File: config.mk
export PLATFORM = sky130hd
export DESIGN_NAME = uart_frame_engine
export DESIGN_NICKNAME = d
export VERILOG_FILES = /design/src/rtl/uart_frame_pkg.sv /design/src/rtl/uart_baud_gen.sv /design/src/rtl/uart_tx_ser.sv /design/src/rtl/uart_rx_ser.sv /design/src/rtl/uart_frame_engine.sv
export SDC_FILE = /design/constraint.sdc
export NUM_CORES = 1
export LEC_CHECK = 0
export ABC_CLOCK_PERIOD_IN_PS = 2500
export CAP_MARGIN = 15
export CORE_MARGIN = 4
export CORE_UTILIZATION = 58
export CTS_BUF_LIST = sky130_fd_sc_hd__clkbuf_4
export DETAILED_ROUTE_END_ITERATION = 10
export HOLD_SLACK_MARGIN = 0.03
export PLACE_DENSITY = 0.86
export SKIP_LAST_GASP = 1
export SYNTH_ARGS = -nofsm -noshare
export SYNTH_HDL_FRONTEND = slang
export SYNTH_HIERARCHICAL = 1
export SYNTH_SLANG_ARGS = --single-unit
File: constraint.sdc
create_clock -name clk -period 2.5 [get_ports clk]
set_clock_uncertainty 0.1 [all_clocks]
set_input_delay 0.5 -clock clk [delete_from_list [all_inputs] [get_ports clk]]
set_output_delay 0.5 -clock clk [all_outputs]
set_load 0.03 [all_outputs]
File: src/rtl/uart_frame_pkg.sv
package uart_frame_pkg;

    typedef enum logic [2:0] {
        FS_IDLE,
        FS_START,
        FS_DATA,
        FS_PAR,
        FS_STOP
    } frame_st_e;

    // mask of the data bits in use for a length code
    function automatic logic [7:0] len_mask(input logic [1:0] code);
        return 8'hFF >> (3'd3 - {1'b0, code});
    endfunction

    // index of the last data bit for a length code
    function automatic logic [2:0] last_bit(input logic [1:0] code);
        return {1'b0, code} + 3'd4;
    endfunction

endpackage

File: src/rtl/uart_baud_gen.sv
module uart_baud_gen #(
    parameter int BAUD_W = 16
) (
    input  logic              clk,
    input  logic              rst_n,
    input  logic              en,
    input  logic [BAUD_W-1:0] divisor,
    output logic              tick
);
    typedef struct packed {
        logic [BAUD_W-1:0] cnt;
        logic              tick;
    } bg_t;

    bg_t q, d;

    always_comb begin
        d = q;
        d.tick = 1'b0;
        if (!en) begin
            d.cnt = '0;
        end else if (q.cnt >= divisor) begin
            d.cnt  = '0;
            d.tick = 1'b1;
        end else begin
            d.cnt = q.cnt + 1'b1;
        end
    end

    always_ff @(posedge clk or negedge rst_n) begin
        if (!rst_n) q <= '0;
        else        q <= d;
    end

    assign tick = q.tick;
endmodule

File: src/rtl/uart_tx_ser.sv
module uart_tx_ser
    import uart_frame_pkg::*;
#(
    parameter int OVS = 16
) (
    input  logic       clk,
    input  logic       rst_n,
    input  logic       tick,
    input  logic       tx_en,
    input  logic       brk,
    input  logic [1:0] len_code,
    input  logic       two_stop,
    input  logic       par_en,
    input  logic       par_even,
    input  logic       tx_valid,
    input  logic [7:0] tx_data,
    output logic       tx_pop,
    output logic       line
);
    localparam int SUB_W = $clog2(OVS);
    localparam logic [SUB_W-1:0] SUB_LAST = SUB_W'(OVS - 1);

    typedef struct packed {
        frame_st_e        st;
        logic [SUB_W-1:0] sub;
        logic [2:0]       bitn;
        logic [7:0]       shreg;
        logic             par;
        logic             stop2;
        logic             line;
    } tx_t;

    tx_t q, d;
    logic       pop;
    logic [7:0] masked;

    always_comb begin
        d      = q;
        pop    = 1'b0;
        masked = tx_data & len_mask(len_code);
        if (q.st == FS_IDLE) begin
            if (tick && tx_en && tx_valid && !brk) begin
                pop     = 1'b1;
                d.st    = FS_START;
                d.sub   = '0;
                d.shreg = masked;
                d.par   = par_even ? ^masked : ~^masked;
            end
        end else if (tick) begin
            d.sub = q.sub + 1'b1;
            if (q.sub == SUB_LAST) begin
                unique case (q.st)
                    FS_START: begin
                        d.st   = FS_DATA;
                        d.bitn = '0;
                    end
                    FS_DATA: begin
                        d.shreg = q.shreg >> 1;
                        d.bitn  = q.bitn + 3'd1;
                        if (q.bitn == last_bit(len_code)) begin
                            d.st    = par_en ? FS_PAR : FS_STOP;
                            d.stop2 = 1'b0;
                        end
                    end
                    FS_PAR: begin
                        d.st    = FS_STOP;
                        d.stop2 = 1'b0;
                    end
                    FS_STOP: begin
                        if (two_stop && !q.stop2) d.stop2 = 1'b1;
                        else                      d.st    = FS_IDLE;
                    end
                    default: d.st = FS_IDLE;
                endcase
            end
        end
        unique case (d.st)
            FS_START: d.line = 1'b0;
            FS_DATA:  d.line = d.shreg[0];
            FS_PAR:   d.line = d.par;
            default:  d.line = 1'b1;
        endcase
        if (brk) d.line = 1'b0;
    end

    always_ff @(posedge clk or negedge rst_n) begin
        if (!rst_n) begin
            q      <= '0;
            q.st   <= FS_IDLE;
            q.line <= 1'b1;
        end else begin
            q <= d;
        end
    end

    assign tx_pop = pop;
    assign line   = q.line;
endmodule

File: src/rtl/uart_rx_ser.sv
module uart_rx_ser
    import uart_frame_pkg::*;
#(
    parameter int OVS = 16
) (
    input  logic       clk,
    input  logic       rst_n,
    input  logic       tick,
    input  logic       rx_en,
    input  logic       rxi,
    input  logic [1:0] len_code,
    input  logic       par_en,
    input  logic       par_even,
    output logic       push,
    output logic [7:0] data,
    output logic       perr,
    output logic       ferr,
    output logic       brk
);
    localparam int SUB_W = $clog2(OVS);
    localparam logic [SUB_W-1:0] SUB_LAST = SUB_W'(OVS - 1);
    localparam logic [SUB_W-1:0] SUB_MID  = SUB_W'(OVS / 2 - 1);

    typedef struct packed {
        frame_st_e        st;
        logic [SUB_W-1:0] sub;
        logic [2:0]       bitn;
        logic [7:0]       data;
        logic             parbit;
        logic             push;
        logic             perr;
        logic             ferr;
        logic             brk;
    } rx_t;

    rx_t  q, d;
    logic par_exp;

    always_comb begin
        d       = q;
        d.push  = 1'b0;
        par_exp = par_even ? ^q.data : ~^q.data;
        if (q.st == FS_IDLE) begin
            if (tick && rx_en && !rxi) begin
                d.st     = FS_START;
                d.sub    = '0;
                d.data   = '0;
                d.parbit = 1'b0;
            end
        end else if (tick) begin
            d.sub = q.sub + 1'b1;
            if (q.st == FS_START) begin
                if (q.sub == SUB_MID) begin
                    d.sub  = '0;
                    d.bitn = '0;
                    d.st   = rxi ? FS_IDLE : FS_DATA;
                end
            end else if (q.sub == SUB_LAST) begin
                unique case (q.st)
                    FS_DATA: begin
                        d.data[q.bitn] = rxi;
                        d.bitn         = q.bitn + 3'd1;
                        if (q.bitn == last_bit(len_code))
                            d.st = par_en ? FS_PAR : FS_STOP;
                    end
                    FS_PAR: begin
                        d.parbit = rxi;
                        d.st     = FS_STOP;
                    end
                    FS_STOP: begin
                        d.push = 1'b1;
                        d.ferr = !rxi;
                        d.perr = par_en && (q.parbit != par_exp);
                        d.brk  = !rxi && (q.data == '0) && !q.parbit;
                        d.st   = FS_IDLE;
                    end
                    default: d.st = FS_IDLE;
                endcase
            end
        end
    end

    always_ff @(posedge clk or negedge rst_n) begin
        if (!rst_n) begin
            q    <= '0;
            q.st <= FS_IDLE;
        end else begin
            q <= d;
        end
    end

    assign push = q.push;
    assign data = q.data;
    assign perr = q.perr;
    assign ferr = q.ferr;
    assign brk  = q.brk;
endmodule

File: src/rtl/uart_frame_engine.sv
module uart_frame_engine #(
    parameter int BAUD_W = 16,
    parameter int OVS    = 16
) (
    input  logic              clk,
    input  logic              rst_n,
    input  logic              brg_en,
    input  logic              tx_en,
    input  logic              rx_en,
    input  logic [BAUD_W-1:0] baud_word,
    input  logic [1:0]        char_len,
    input  logic              two_stop,
    input  logic              tx_par_en,
    input  logic              tx_par_even,
    input  logic              rx_par_en,
    input  logic              rx_par_even,
    input  logic              tx_break,
    input  logic              loopback,
    input  logic              tx_valid,
    input  logic [7:0]        tx_data,
    output logic              tx_pop,
    output logic              rx_push,
    output logic [7:0]        rx_data,
    output logic              rx_perr,
    output logic              rx_ferr,
    output logic              rx_brk,
    input  logic              rxd,
    output logic              txd
);
    typedef struct packed {
        logic s1;
        logic s2;
    } sync_t;

    sync_t sq, sd;
    logic  tick, line, rx_in;

    always_comb begin
        sd.s1 = rxd;
        sd.s2 = sq.s1;
    end

    always_ff @(posedge clk or negedge rst_n) begin
        if (!rst_n) sq <= '1;
        else        sq <= sd;
    end

    assign rx_in = loopback ? line : sq.s2;
    assign txd   = loopback ? 1'b1 : line;

    uart_baud_gen #(.BAUD_W(BAUD_W)) bg_i (
        .clk(clk), .rst_n(rst_n), .en(brg_en), .divisor(baud_word), .tick(tick)
    );

    uart_tx_ser #(.OVS(OVS)) tx_i (
        .clk(clk), .rst_n(rst_n), .tick(tick), .tx_en(tx_en), .brk(tx_break),
        .len_code(char_len), .two_stop(two_stop), .par_en(tx_par_en),
        .par_even(tx_par_even), .tx_valid(tx_valid), .tx_data(tx_data),
        .tx_pop(tx_pop), .line(line)
    );

    uart_rx_ser #(.OVS(OVS)) rx_i (
        .clk(clk), .rst_n(rst_n), .tick(tick), .rx_en(rx_en), .rxi(rx_in),
        .len_code(char_len), .par_en(rx_par_en), .par_even(rx_par_even),
        .push(rx_push), .data(rx_data), .perr(rx_perr), .ferr(rx_ferr),
        .brk(rx_brk)
    );
endmodule

==> tab_implementation.tex <==
\begin{tabular}{lr}
\hline
Metric & Value \\
\hline
\multicolumn{2}{l}{\textbf{Detailed routing}} \\
\quad Average vias per placed instance & 5.70 \\
\quad Initial DRC Count & 213 \\
\quad 1st-pass router iterations & 4 \\
\quad Final wirelength & 8930 um \\
\quad Number of nets with antenna violations after detailed routing & 0 \\
\quad DR WL/cell & 15.2 um \\
\quad Vias & 3359 \\
\quad DRC violation count after routing & 0 \\
\multicolumn{2}{l}{\textbf{Place}} \\
\quad Routability congestion estimate & 0.855 \\
\quad Dpl cell area & 4710 um\^{}2 \\
\quad Worst setup slack after placement & -80.1 ps \\
\quad DP Wirelength & 6750 um \\
\quad Total of buffers placed on input and output ports & 53 \\
\quad Cell total after placement & 572 \\
\multicolumn{2}{l}{\textbf{Synthesis}} \\
\quad Total of warnings raised by yosys & 6 \\
\quad Instance count of the mapped netlist & 433 \\
\quad Share of synthesized cell area in and, or, nand and nor gates & 22.4\% \\
\quad Combinational family with the most area after synthesis & simple AND/OR/NAND/NOR gates \\
\quad Mapped cell area & 4100 um\^{}2 \\
\quad Post-synthesis sequential element count & 63 \\
\quad Post-synthesis compound-gate area fraction & 15.9\% \\
\quad Sequential cell area fraction in the yosys report & 38.5\% \\
\quad Post-Syn Nets & 498 \\
\quad Distinct cell type count after synthesis & 79 \\
\quad Area share of fa/ha/maj cells after synthesis & 7.62\% \\
\quad Mean post-synth cell area & 9.48 um\^{}2 \\
\quad XOR/XNOR Fraction of Synth Area & 6.62\% \\
\quad Post-synth EDFFs & 0 \\
\quad Most instantiated flip-flop cell in the synthesis netlist & sky130\_fd\_sc\_hd\_\_dfrtp\_1 \\
\quad Fraction of registers with async set/reset & 100\% \\
\quad Post-synthesis mux area share & 1.86\% \\
\multicolumn{2}{l}{\textbf{Run}} \\
\quad Max-cap viol count & 0 \\
\multicolumn{2}{l}{\textbf{Run status}} \\
\quad Run status & completed \\
\multicolumn{2}{l}{\textbf{Worst hold path}} \\
\quad Worst min-delay path category & reg2reg \\
\multicolumn{2}{l}{\textbf{Cells and area}} \\
\quad Relative area change from synthesis to final layout & 19.0\% \\
\quad N\_diodes & 0 \\
\quad Total Nets Final & 553 \\
\quad Non-filler instance count after layout & 589 \\
\quad Fraction of layout cells with a size suffix above 1 & 15.0\% \\
\quad Fin area & 4880 um\^{}2 \\
\multicolumn{2}{l}{\textbf{STA}} \\
\quad Final worst setup slack & 90.5 ps \\
\quad Number of pins with negative max-slew slack in the final report & 0 \\
\quad Post-route setup TNS & 0 ps \\
\quad Final Hold Vio Count & 0 \\
\quad Slew margin rel. & 62.1\% \\
\quad Number of failing setup endpoints in the final timing report & 0 \\
\quad RSZ-0062 raised after global routing & false \\
\quad Shortest period the worst path allows & 2410 ps \\
\quad Achievable clock frequency & 0.415 GHz \\
\quad Worst-Margin Slew & 562 ps \\
\quad Final critical-path share of the clock period & 96.4\% \\
\multicolumn{2}{l}{\textbf{Floorplanning}} \\
\quad Full die area & 8490 um\^{}2 \\
\quad Die W & 92.1 um \\
\quad Placeable core area & 6830 um\^{}2 \\
\quad Site Rows & 30 \\
\quad Initial Utilization & 60.1\% \\
\quad Top-level port count & 54 \\
\quad Height of the die & 92.1 um \\
\multicolumn{2}{l}{\textbf{GRT}} \\
\quad Vias in the first global route & 3502 \\
\quad Wire length of the first global-routing pass & 15600 um \\
\quad Pin count of the biggest net entering global routing & 64 \\
\quad Total routing usage reported by global routing & 22.6\% \\
\quad Antenna violations before repair & 0 \\
\quad Final global-route overflow total & 0 \\
\multicolumn{2}{l}{\textbf{Setup path}} \\
\quad Dominant delay contributor by cell family on the critical path & buffers and inverters \\
\quad CP Cell Sequence & clkdlybuf4s50\_1 > or2\_2 > clkdlybuf4s50\_1 \\
\quad Critical-path cell with the highest stage delay & sky130\_fd\_sc\_hd\_\_clkdlybuf4s50\_1 \\
\quad Critical path's largest stage delay & 590 ps \\
\quad Data arrival at the endpoint of the critical path & 1810 ps \\
\quad Worst path most repeated cell & sky130\_fd\_sc\_hd\_\_clkdlybuf4s50\_1 \\
\quad Worst path required time & 1900 ps \\
\quad Capturing element type of the critical path & output port \\
\quad Worst Path Buf+Inv & 2 \\
\quad Worst-path maximum fanout & 2 \\
\quad Critical Setup Path Class & in2out \\
\quad Kind of start point of the critical path & input pin \\
\multicolumn{2}{l}{\textbf{Clock tree}} \\
\quad TritonCTS clock tree & done \\
\quad Clock slew at reported path FFs & 110 ps \\
\quad CTS sink count & 63 \\
\quad Max Buffers Root-to-Sink & 2 \\
\quad Buffers inserted by post-CTS timing repair & 0 \\
\quad H-tree depth reported by CTS & 3 \\
\quad Root cell of the clock tree & sky130\_fd\_sc\_hd\_\_clkbuf\_4 \\
\quad Insertion delay to the later sink of the worst-skew pair & 420 ps \\
\quad Total CTS buffers & 9 \\
\multicolumn{2}{l}{\textbf{Pwr}} \\
\quad PwrDens & 454 nW/um\^{}2 \\
\quad Largest vdd supply drop & 0.228 mV \\
\quad Total leakage power & 2.26 nW \\
\hline
\end{tabular}
-- through the flow --
stage	hold slack (ps)	utilization (%)	power, mW
floorplan	104	-	1.31
global placement	245	68.9	1.44
detailed placement	253	68.9	1.46
CTS	269	71.4	2.23
global route	274	71.5	2.32
finish	268	71.5	2.22
-- layout make-up --
cell class	count	area, um^2
clock buffers	11	82.6
clock inverters	5	72.6
fillers	514	1950
inverters	37	139
multi-input cells	311	2240
flip-flops and latches	63	1580
well taps	96	120
repair buffers	66	648
-- flip-flops by register name, indices dropped and copies added, names as in the netlist --
signal     cells
tx_i/q        20
bg_i/q        16
rx_i/q        11
rx_i/data      8
bg_i/tick      1
rx_i/brk       1
rx_i/ferr      1
rx_i/perr      1
rx_i/push      1
sd             1
sq             1
tx_i/line      1
-- metal layers --
metal | vias up | global-route usage (%) | wire [um]
met5 | - | 0 | 0
met4 | 0 | 10.3 | 217
met3 | 21 | 3.36 | 421
met2 | 84 | 39.3 | 4480
met1 | 1605 | 27.5 | 3810
li1 | 1649 | - | -
-- path summary, 6_finish.rpt --
path | start | slack, ps | cells past startpoint | to
worst min-delay path | sd[0] | 270 | 0 | sq[0]
worst max register to register | tx_i/q[20] | 250 | 5 | tx_i/line
worst min register to register | sd[0] | 270 | 0 | sq[0]
min in group asynchronous | rst_n | 510 | 3 | tx_i/q[6]
worst max-delay path | loopback | 90 | 3 | txd
max in group asynchronous | rst_n | 1480 | 3 | sd[0]
-- placed cells by master, fill, tap and decap left out, types with 8 or more instances in the layout --
cell type	Yosys	final
sky130_fd_sc_hd__o21ai_0	25	25
sky130_fd_sc_hd__nor2_2	10	10
sky130_fd_sc_hd__xor2_1	14	14
sky130_fd_sc_hd__clkdlybuf4s50_1	0	51
sky130_fd_sc_hd__buf_4	11	11
sky130_fd_sc_hd__clkbuf_4	0	11
sky130_fd_sc_hd__dfrtp_1	60	60
sky130_fd_sc_hd__ha_1	25	25
sky130_fd_sc_hd__nand3_1	16	16
sky130_fd_sc_hd__inv_1	36	36
sky130_fd_sc_hd__nor2_1	23	23
sky130_fd_sc_hd__nand4_1	8	8
sky130_fd_sc_hd__a21oi_1	12	12
sky130_fd_sc_hd__xnor2_1	17	17
sky130_fd_sc_hd__nand2_1	44	44
-- synthesized netlist by cell type (all sizes together) (5+ instances only) --
cell	number	area, um^2
or2	5	31.3
o21ai	29	156
nor3	6	30.0
nand2	44	165
ha	25	313
and3	8	61.3
nand4	11	96.3
a22oi	5	37.5
xor2	14	123
o31ai	6	45.0
nor2	34	160
inv	36	135
a21oi	14	77.6
buf	20	146
nand3	17	90.1
nand2b	6	37.5
and4	7	62.6
xnor2	17	149
dfrtp	60	1500
-- timing repair --
action | 4_1_cts | 5_1_grt
pin swaps | 0 | 0
gates cloned | 0 | 0
gates resized for setup | 1 | 1
endpoints found under the setup margin | 1 | 1
hold endpoints to repair | 60 | 0
hold buffers | 1 | 0
-- power breakdown --
| group | switching, mW | total, mW | internal, mW |
|---|---|---|---|
| combinational | 0.161 | 0.337 | 0.175 |
| clock | 0.361 | 0.782 | 0.421 |
| sequential | 0.0435 | 1.10 | 1.06 |
| total | 0.566 | 2.22 | 1.65 |
-- cell families after synthesis --
group | after synthesis
simple gates | 160
compound gates | 89
flops | 63
buf+inv | 59
xor+xnor | 31
fa+ha+maj | 25
mux | 6
Note: power is estimated with default switching activity, not from simulation.
